==> src/rtl/asrx_pkg.sv <==
package asrx_pkg;

  localparam logic FMT_RJ  = 1'b0;
  localparam logic FMT_I2S = 1'b1;

  localparam int unsigned OVR_WORD_BITS = 16;

  // word-length code to number of bits
  function automatic logic [4:0] wl_bits(input logic [1:0] code);
    case (code)
      2'b00:   wl_bits = 5'd16;
      2'b01:   wl_bits = 5'd20;
      2'b10:   wl_bits = 5'd24;
      default: wl_bits = 5'd18;
    endcase
  endfunction

endpackage

==> src/rtl/asrx_frame_track.sv <==
// Frame-clock edge detection, half-frame length measurement and
// detection of the 32-clock (16-bit packed) frame.
module asrx_frame_track #(
  parameter int CNT_W    = 7,
  parameter int PACK_LEN = 32
) (
  input  logic clk,
  input  logic rst_n,
  input  logic frame_clk,
  input  logic frame_pol,
  output logic edge_now,
  output logic left_now,
  output logic prev_left,
  output logic started,
  output logic packed16
);

  localparam int SUM_W = CNT_W + 1;
  localparam logic [CNT_W-1:0] CNT_MAX = {CNT_W{1'b1}};

  logic             primed_q, primed_d;
  logic             lrck_q, lrck_d;
  logic             started_q, started_d;
  logic             started2_q, started2_d;
  logic [CNT_W-1:0] hcnt_q, hcnt_d;
  logic [CNT_W-1:0] plen_q, plen_d;
  logic             pk_q, pk_d;
  logic [SUM_W-1:0] frame_len;

  assign edge_now  = primed_q && (frame_clk != lrck_q);
  assign left_now  = frame_clk ^ frame_pol;
  assign prev_left = lrck_q ^ frame_pol;
  assign started   = started_q;
  assign packed16  = pk_q;
  assign frame_len = {1'b0, plen_q} + {1'b0, hcnt_q};

  always_comb begin
    primed_d   = 1'b1;
    lrck_d     = frame_clk;
    started_d  = started_q | edge_now;
    started2_d = started2_q | (edge_now & started_q);
    plen_d     = plen_q;
    pk_d       = pk_q;
    if (edge_now) begin
      hcnt_d = {{(CNT_W-1){1'b0}}, 1'b1};
      plen_d = hcnt_q;
      // entering a left half closes a left+right frame
      if (left_now && started2_q) begin
        pk_d = (frame_len == SUM_W'(PACK_LEN));
      end
    end else if (hcnt_q == CNT_MAX) begin
      hcnt_d = hcnt_q;
    end else begin
      hcnt_d = hcnt_q + 1'b1;
    end
  end

  always_ff @(posedge clk or negedge rst_n) begin
    if (!rst_n) begin
      primed_q   <= 1'b0;
      lrck_q     <= 1'b0;
      started_q  <= 1'b0;
      started2_q <= 1'b0;
      hcnt_q     <= '0;
      plen_q     <= '0;
      pk_q       <= 1'b0;
    end else begin
      primed_q   <= primed_d;
      lrck_q     <= lrck_d;
      started_q  <= started_d;
      started2_q <= started2_d;
      hcnt_q     <= hcnt_d;
      plen_q     <= plen_d;
      pk_q       <= pk_d;
    end
  end

endmodule

==> src/rtl/asrx_shifter.sv <==
// Free-running serial-in shift register, newest bit at index 0.
module asrx_shifter #(
  parameter int W = 24
) (
  input  logic         clk,
  input  logic         rst_n,
  input  logic         din,
  output logic [W-1:0] sr
);

  logic [W-1:0] sr_q, sr_d;

  assign sr = sr_q;

  always_comb begin
    sr_d = {sr_q[W-2:0], din};
  end

  always_ff @(posedge clk or negedge rst_n) begin
    if (!rst_n) begin
      sr_q <= '0;
    end else begin
      sr_q <= sr_d;
    end
  end

endmodule

==> src/rtl/asrx_capture.sv <==
// Word window selection for both framings, sign extension and output
// registers.
module asrx_capture
  import asrx_pkg::*;
#(
  parameter int SAMPLE_W = 24
) (
  input  logic                clk,
  input  logic                rst_n,
  input  logic                fmt_sel,
  input  logic [1:0]          wl_code,
  input  logic                packed16,
  input  logic                edge_now,
  input  logic                started,
  input  logic                left_now,
  input  logic                prev_left,
  input  logic [SAMPLE_W-1:0] shreg,
  input  logic                ser_data,
  output logic [SAMPLE_W-1:0] left_sample,
  output logic [SAMPLE_W-1:0] right_sample,
  output logic                sample_valid
);

  localparam int DCNT_W = $clog2(SAMPLE_W + 1);

  logic [DCNT_W-1:0]   eff_n;
  logic [DCNT_W-1:0]   dcnt_q, dcnt_d;
  logic                win_left_q, win_left_d;
  logic                cap, cap_left;
  logic [SAMPLE_W-1:0] raw, ext;
  logic [SAMPLE_W-1:0] left_q, left_d, right_q, right_d;
  logic                valid_q, valid_d;

  assign left_sample  = left_q;
  assign right_sample = right_q;
  assign sample_valid = valid_q;

  // effective word length
  always_comb begin
    if ((fmt_sel == FMT_RJ) && packed16) begin
      eff_n = DCNT_W'(OVR_WORD_BITS);
    end else begin
      eff_n = DCNT_W'(wl_bits(wl_code));
    end
  end

  // I2S data window: counts bits after the frame edge
  always_comb begin
    dcnt_d     = dcnt_q;
    win_left_d = win_left_q;
    if (edge_now && (fmt_sel == FMT_I2S)) begin
      dcnt_d     = DCNT_W'(1);
      win_left_d = left_now;
    end else if (cap) begin
      dcnt_d = '0;
    end else if (dcnt_q != '0) begin
      dcnt_d = dcnt_q + 1'b1;
    end
  end

  always_comb begin
    if (fmt_sel == FMT_I2S) begin
      cap      = (dcnt_q != '0) && (dcnt_q == eff_n);
      cap_left = win_left_q;
      raw      = {shreg[SAMPLE_W-2:0], ser_data};
    end else begin
      cap      = edge_now && started;
      cap_left = prev_left;
      raw      = shreg;
    end
  end

  // sign extension from eff_n bits
  always_comb begin
    for (int i = 0; i < SAMPLE_W; i++) begin
      ext[i] = (DCNT_W'(i) < eff_n) ? raw[i] : raw[eff_n - 1'b1];
    end
  end

  always_comb begin
    left_d  = (cap && cap_left)  ? ext : left_q;
    right_d = (cap && !cap_left) ? ext : right_q;
    valid_d = cap && !cap_left;
  end

  always_ff @(posedge clk or negedge rst_n) begin
    if (!rst_n) begin
      dcnt_q     <= '0;
      win_left_q <= 1'b0;
      left_q     <= '0;
      right_q    <= '0;
      valid_q    <= 1'b0;
    end else begin
      dcnt_q     <= dcnt_d;
      win_left_q <= win_left_d;
      left_q     <= left_d;
      right_q    <= right_d;
      valid_q    <= valid_d;
    end
  end

endmodule

==> src/rtl/audio_serial_rx.sv <==
module audio_serial_rx #(
  parameter int SAMPLE_W = 24,
  parameter int CNT_W    = 7,
  parameter int PACK_LEN = 32
) (
  input  logic                bit_clk,
  input  logic                rst_n,
  input  logic                frame_clk,
  input  logic                ser_data,
  input  logic                fmt_sel,
  input  logic [1:0]          wl_code,
  input  logic                frame_pol,
  output logic [SAMPLE_W-1:0] left_sample,
  output logic [SAMPLE_W-1:0] right_sample,
  output logic                sample_valid
);

  localparam int SYNC_STAGES = 2;

  logic [SYNC_STAGES-1:0] rst_sync_q;
  logic                   rst_int_n;
  logic                   edge_now, left_now, prev_left, started, packed16;
  logic [SAMPLE_W-1:0]    shreg;

  always_ff @(posedge bit_clk or negedge rst_n) begin
    if (!rst_n) begin
      rst_sync_q <= '0;
    end else begin
      rst_sync_q <= {rst_sync_q[SYNC_STAGES-2:0], 1'b1};
    end
  end
  assign rst_int_n = rst_sync_q[SYNC_STAGES-1];

  asrx_frame_track #(
    .CNT_W    (CNT_W),
    .PACK_LEN (PACK_LEN)
  ) u_track (
    .clk       (bit_clk),
    .rst_n     (rst_int_n),
    .frame_clk (frame_clk),
    .frame_pol (frame_pol),
    .edge_now  (edge_now),
    .left_now  (left_now),
    .prev_left (prev_left),
    .started   (started),
    .packed16  (packed16)
  );

  asrx_shifter #(
    .W (SAMPLE_W)
  ) u_shift (
    .clk   (bit_clk),
    .rst_n (rst_int_n),
    .din   (ser_data),
    .sr    (shreg)
  );

  asrx_capture #(
    .SAMPLE_W (SAMPLE_W)
  ) u_cap (
    .clk          (bit_clk),
    .rst_n        (rst_int_n),
    .fmt_sel      (fmt_sel),
    .wl_code      (wl_code),
    .packed16     (packed16),
    .edge_now     (edge_now),
    .started      (started),
    .left_now     (left_now),
    .prev_left    (prev_left),
    .shreg        (shreg),
    .ser_data     (ser_data),
    .left_sample  (left_sample),
    .right_sample (right_sample),
    .sample_valid (sample_valid)
  );

endmodule

==> config.mk <==
export PLATFORM = sky130hd
export DESIGN_NAME = audio_serial_rx
export DESIGN_NICKNAME = d
export VERILOG_FILES = /design/src/rtl/asrx_pkg.sv /design/src/rtl/asrx_frame_track.sv /design/src/rtl/asrx_shifter.sv /design/src/rtl/asrx_capture.sv /design/src/rtl/audio_serial_rx.sv
export SDC_FILE = /design/constraint.sdc
export NUM_CORES = 1
export LEC_CHECK = 0
export BUFFER_PORTS_ARGS = -buffer_cell sky130_fd_sc_hd__buf_2
export CORE_MARGIN = 4
export CORE_UTILIZATION = 30
export CTS_BUF_LIST = sky130_fd_sc_hd__clkbuf_16
export CTS_CLUSTER_DIAMETER = 200
export DETAILED_ROUTE_END_ITERATION = 6
export PLACE_DENSITY = 0.56
export RECOVER_POWER = 25
export SYNTH_ARGS = -nofsm -noshare
export SYNTH_HDL_FRONTEND = slang
export SYNTH_SLANG_ARGS = --single-unit
==> constraint.sdc <==
create_clock -name bit_clk -period 9.25 [get_ports bit_clk]
set_input_delay 0.4625 -clock bit_clk [delete_from_list [all_inputs] [get_ports bit_clk]]
set_output_delay 0.4625 -clock bit_clk [all_outputs]
set_load 0.01 [all_outputs]
==> impl_metrics.json <==
{
  "synth_ff_type": "dfrtp_1",
  "layout.cells.most_common": "dfrtp_1",
  "initial_core_util_pct": 30.9,
  "r2r_start": "u_track.packed16",
  "cts_buffer_depth": 2,
  "n_antenna_cell": 0,
  "hold_depth": 1,
  "start_kind": "primary input",
  "rsz0062_at_grt": "no",
  "hp-class": "primary input to register",
  "layout_common_cells": "dfrtp_1, buf_2, nand2_1, mux2_1, mux2_4",
  "slew_headroom_pct": -20.4,
  "cts_tree": "built",
  "totalWireLength_um": 9020,
  "p_leak_nw": 2.53,
  "cts.sinks": 100,
  "finClkSkew_ns": 0.0110,
  "wl_per_cell_um": 15.2,
  "critPathKind": "primary input to register",
  "synth.avg_cell_area_um2": 12.9,
  "hold_viol": 0,
  "synth_top_area_share_pct": 55.4,
  "crit_required_ns": 9.48,
  "finalCritPeriodShare_pct": 32.0,
  "ios": 57,
  "fin_nets": 428,
  "drt-initial-drc-count": 151,
  "whs_ns": 0.252,
  "grt_max_degree": 53,
  "synth-xor-area-share_pct": 2.52,
  "setup_viol": 0,
  "async_flop_share_pct": 100,
  "synth-compound-area-share_pct": 5.93,
  "ys_seq_area_share_pct": 55.4,
  "core_mm2": 0.0146,
  "ys_types": 48,
  "reg2reg_slack_ns": 6.55,
  "fmaxAchievable_mhz": 338,
  "rows": 44,
  "r2r_end": "u_cap.left_sample[21]",
  "chipHeight_um": 131,
  "synth_top_family_by_area": "multiplexers",
  "antenna_found_initial": 0,
  "setup_tns_ns": 0,
  "routed_via_density": 4.62,
  "cts.htree.levels": 3,
  "power-per-cell-area_mw_per_mm2": 276,
  "die-area_mm2": 0.0171,
  "drcViolationCount": 0,
  "ys_warn_count": 0,
  "synth_edf_count": 0,
  "grt_pass1_vias": 2925,
  "n_fill_cell": 1429,
  "postLayoutCoreUtil_pct": 36.3,
  "grt_pass1_wl_um": 15400,
  "ys_seq_elements": 100,
  "ctsResizeCount": 0,
  "worstMarginPinSlew_ns": 1.81,
  "final_max_slew_viol_count": 48,
  "violations": "capacitance limit, slew limit",
  "drv_cap": 1,
  "end_kind": "register",
  "hp-start": "ser_data",
  "reg2reg_depth": 9,
  "gp_congestion": 0.777,
  "areaGrowthSynthToFinish_pct": 17.6,
  "drive_gt1_share_pct": 27.7,
  "track_usage_pct": 11.6,
  "cts_root_buf": "clkbuf_16",
  "min_period_ns": 2.96,
  "arrival_ns": 3.20,
  "clkSlewWorstSetupHoldPaths_ns": 0.07,
  "num_vias": 2751,
  "die_w_um": 131,
  "status": "finished, violations left",
  "drtAntennaViolNets": 0,
  "grt_overflow": 0,
  "synthAdderAreaFrac_pct": 4.04,
  "yosys.area_share.simple_pct": 8.86,
  "numPortBuffers": 56,
  "synthesis.area_mm2": 0.00452,
  "synth_cells": 349,
  "max-vdd-ir-drop_uv": 124,
  "dp_hpwl_um": 6300,
  "first_pass_iters": 4,
  "min_to": "u_shift.sr[0]",
  "cts_buffers": 9,
  "clk_latency_ns": 0.35,
  "cts_setup_buffers": 0,
  "synth_mux_area_share_pct": 20.4,
  "synth_top_cell_by_area": "dfrtp_1",
  "synth_area_leaders": "dfrtp_1, mux2_1, mux2_4",
  "cp_max_fo": 39
}
[metal layers]
layer	track usage [%]	up-vias	wire, um
met1	15.4	1354	4440
met2	17.6	53	4010
met5	0	-	0
met4	4.60	0	153
met3	3.74	11	419
li1	-	1333	-
[layout make-up]
class	instances	area [um2]	area share (%)
clock buffers	9	225	4.24
clock inverters	7	123	2.31
inverters	10	37.5	0.706
multi-input cells	226	1900	35.7
flip-flops and latches	100	2500	47.1
well taps	184	230	4.33
repair buffers	59	302	5.67
[power by group]
group	total (mW)	internal [mW]	switching, mW
sequential	0.637	0.552	0.0857
combinational	0.392	0.202	0.189
clock	0.439	0.267	0.172
[kinds of logic (layout without fill, tap and decap cells)]
| logic type | count (synthesis) | in the layout |
|---|---|---|
| AO/OA/AOI/OAI | 38 | 38 |
| XOR/XNOR | 13 | 13 |
| adder cells (fa/ha/maj) | 14 | 14 |
| buffers and inverters | 24 | 85 |
| flip-flops | 100 | 100 |
| multiplexers | 75 | 75 |
| other | 1 | 2 |
| AND/OR/NAND/NOR | 84 | 84 |
[flip-flops by register name (all words and copies together) (netlist names)]
name	flops
u_cap.right_sample	24
u_cap.dcnt_q	5
rst_sync_q	2
u_track.started	1
u_track.primed_q	1
u_cap.left_sample	24
u_track.hcnt_q	7
u_cap.win_left_q	1
u_cap.sample_valid	1
u_track.packed16	1
u_track.started2_q	1
u_shift.sr	24
u_track.plen_q	7
u_track.lrck_q	1
[critical path: stages]
cell	delay (ns)
buf_2	0.59
nor2b_1	0.20
nor2_1	0.13
nand2_1	0.08
ha_1	0.36
mux4_2	0.31
nand3b_1	0.16
o2111ai_1	0.31
mux2i_1	0.24
mux2_1	0.33
[how the worst max path moves through the flow]
stage	startpoint	endpoint	slack, ns	cells past startpoint
2_1_floorplan	rst_sync_q[1]	u_cap.dcnt_q[0]	6.26	0
3_3_place_gp	fmt_sel	u_cap.left_sample[20]	6.04	10
5_1_grt	fmt_sel	u_cap.left_sample[19]	6.00	10
4_1_cts	fmt_sel	u_cap.left_sample[21]	6.33	10
6_report	fmt_sel	u_cap.left_sample[21]	6.29	10
3_5_place_dp	fmt_sel	u_cap.left_sample[21]	5.97	10
[synthesized netlist by cell type, types with 3 or more instances]
cell type / count
buf_4: 5
nand3_1: 4
ha_1: 13
nor2_1: 13
mux2_1: 33
nand2b_1: 5
dfrtp_1: 100
xor2_1: 7
mux2_4: 19
clkbuf_1: 6
nor2b_1: 6
o211ai_1: 3
nand2_1: 39
a211oi_1: 4
a21oi_1: 9
o21ai_0: 9
mux2_2: 18
mux2i_1: 4
inv_1: 9
xnor2_1: 6
and2_1: 5
[per-stage QoR]
stage | worst slack [ns] | power, mW | std cells | instance area, um2
5_1_grt | 6.00 | 1.57 | 595 | 5320
6_report | 6.29 | 1.47 | 595 | 5320
3_3_place_gp | 6.04 | 1.03 | 578 | 4960
3_5_place_dp | 5.97 | 1.04 | 578 | 4960
2_1_floorplan | 6.26 | 0.891 | 350 | 4520
4_1_cts | 6.33 | 1.49 | 595 | 5320
[repair_timing]
| action | in CTS | in global routing |
|---|---|---|
| hold buffers | 1 | 0 |
| endpoints found under the setup margin | 0 | 0 |
| hold endpoints to repair | 2 | 0 |
Power figures use the tool's default switching activity.
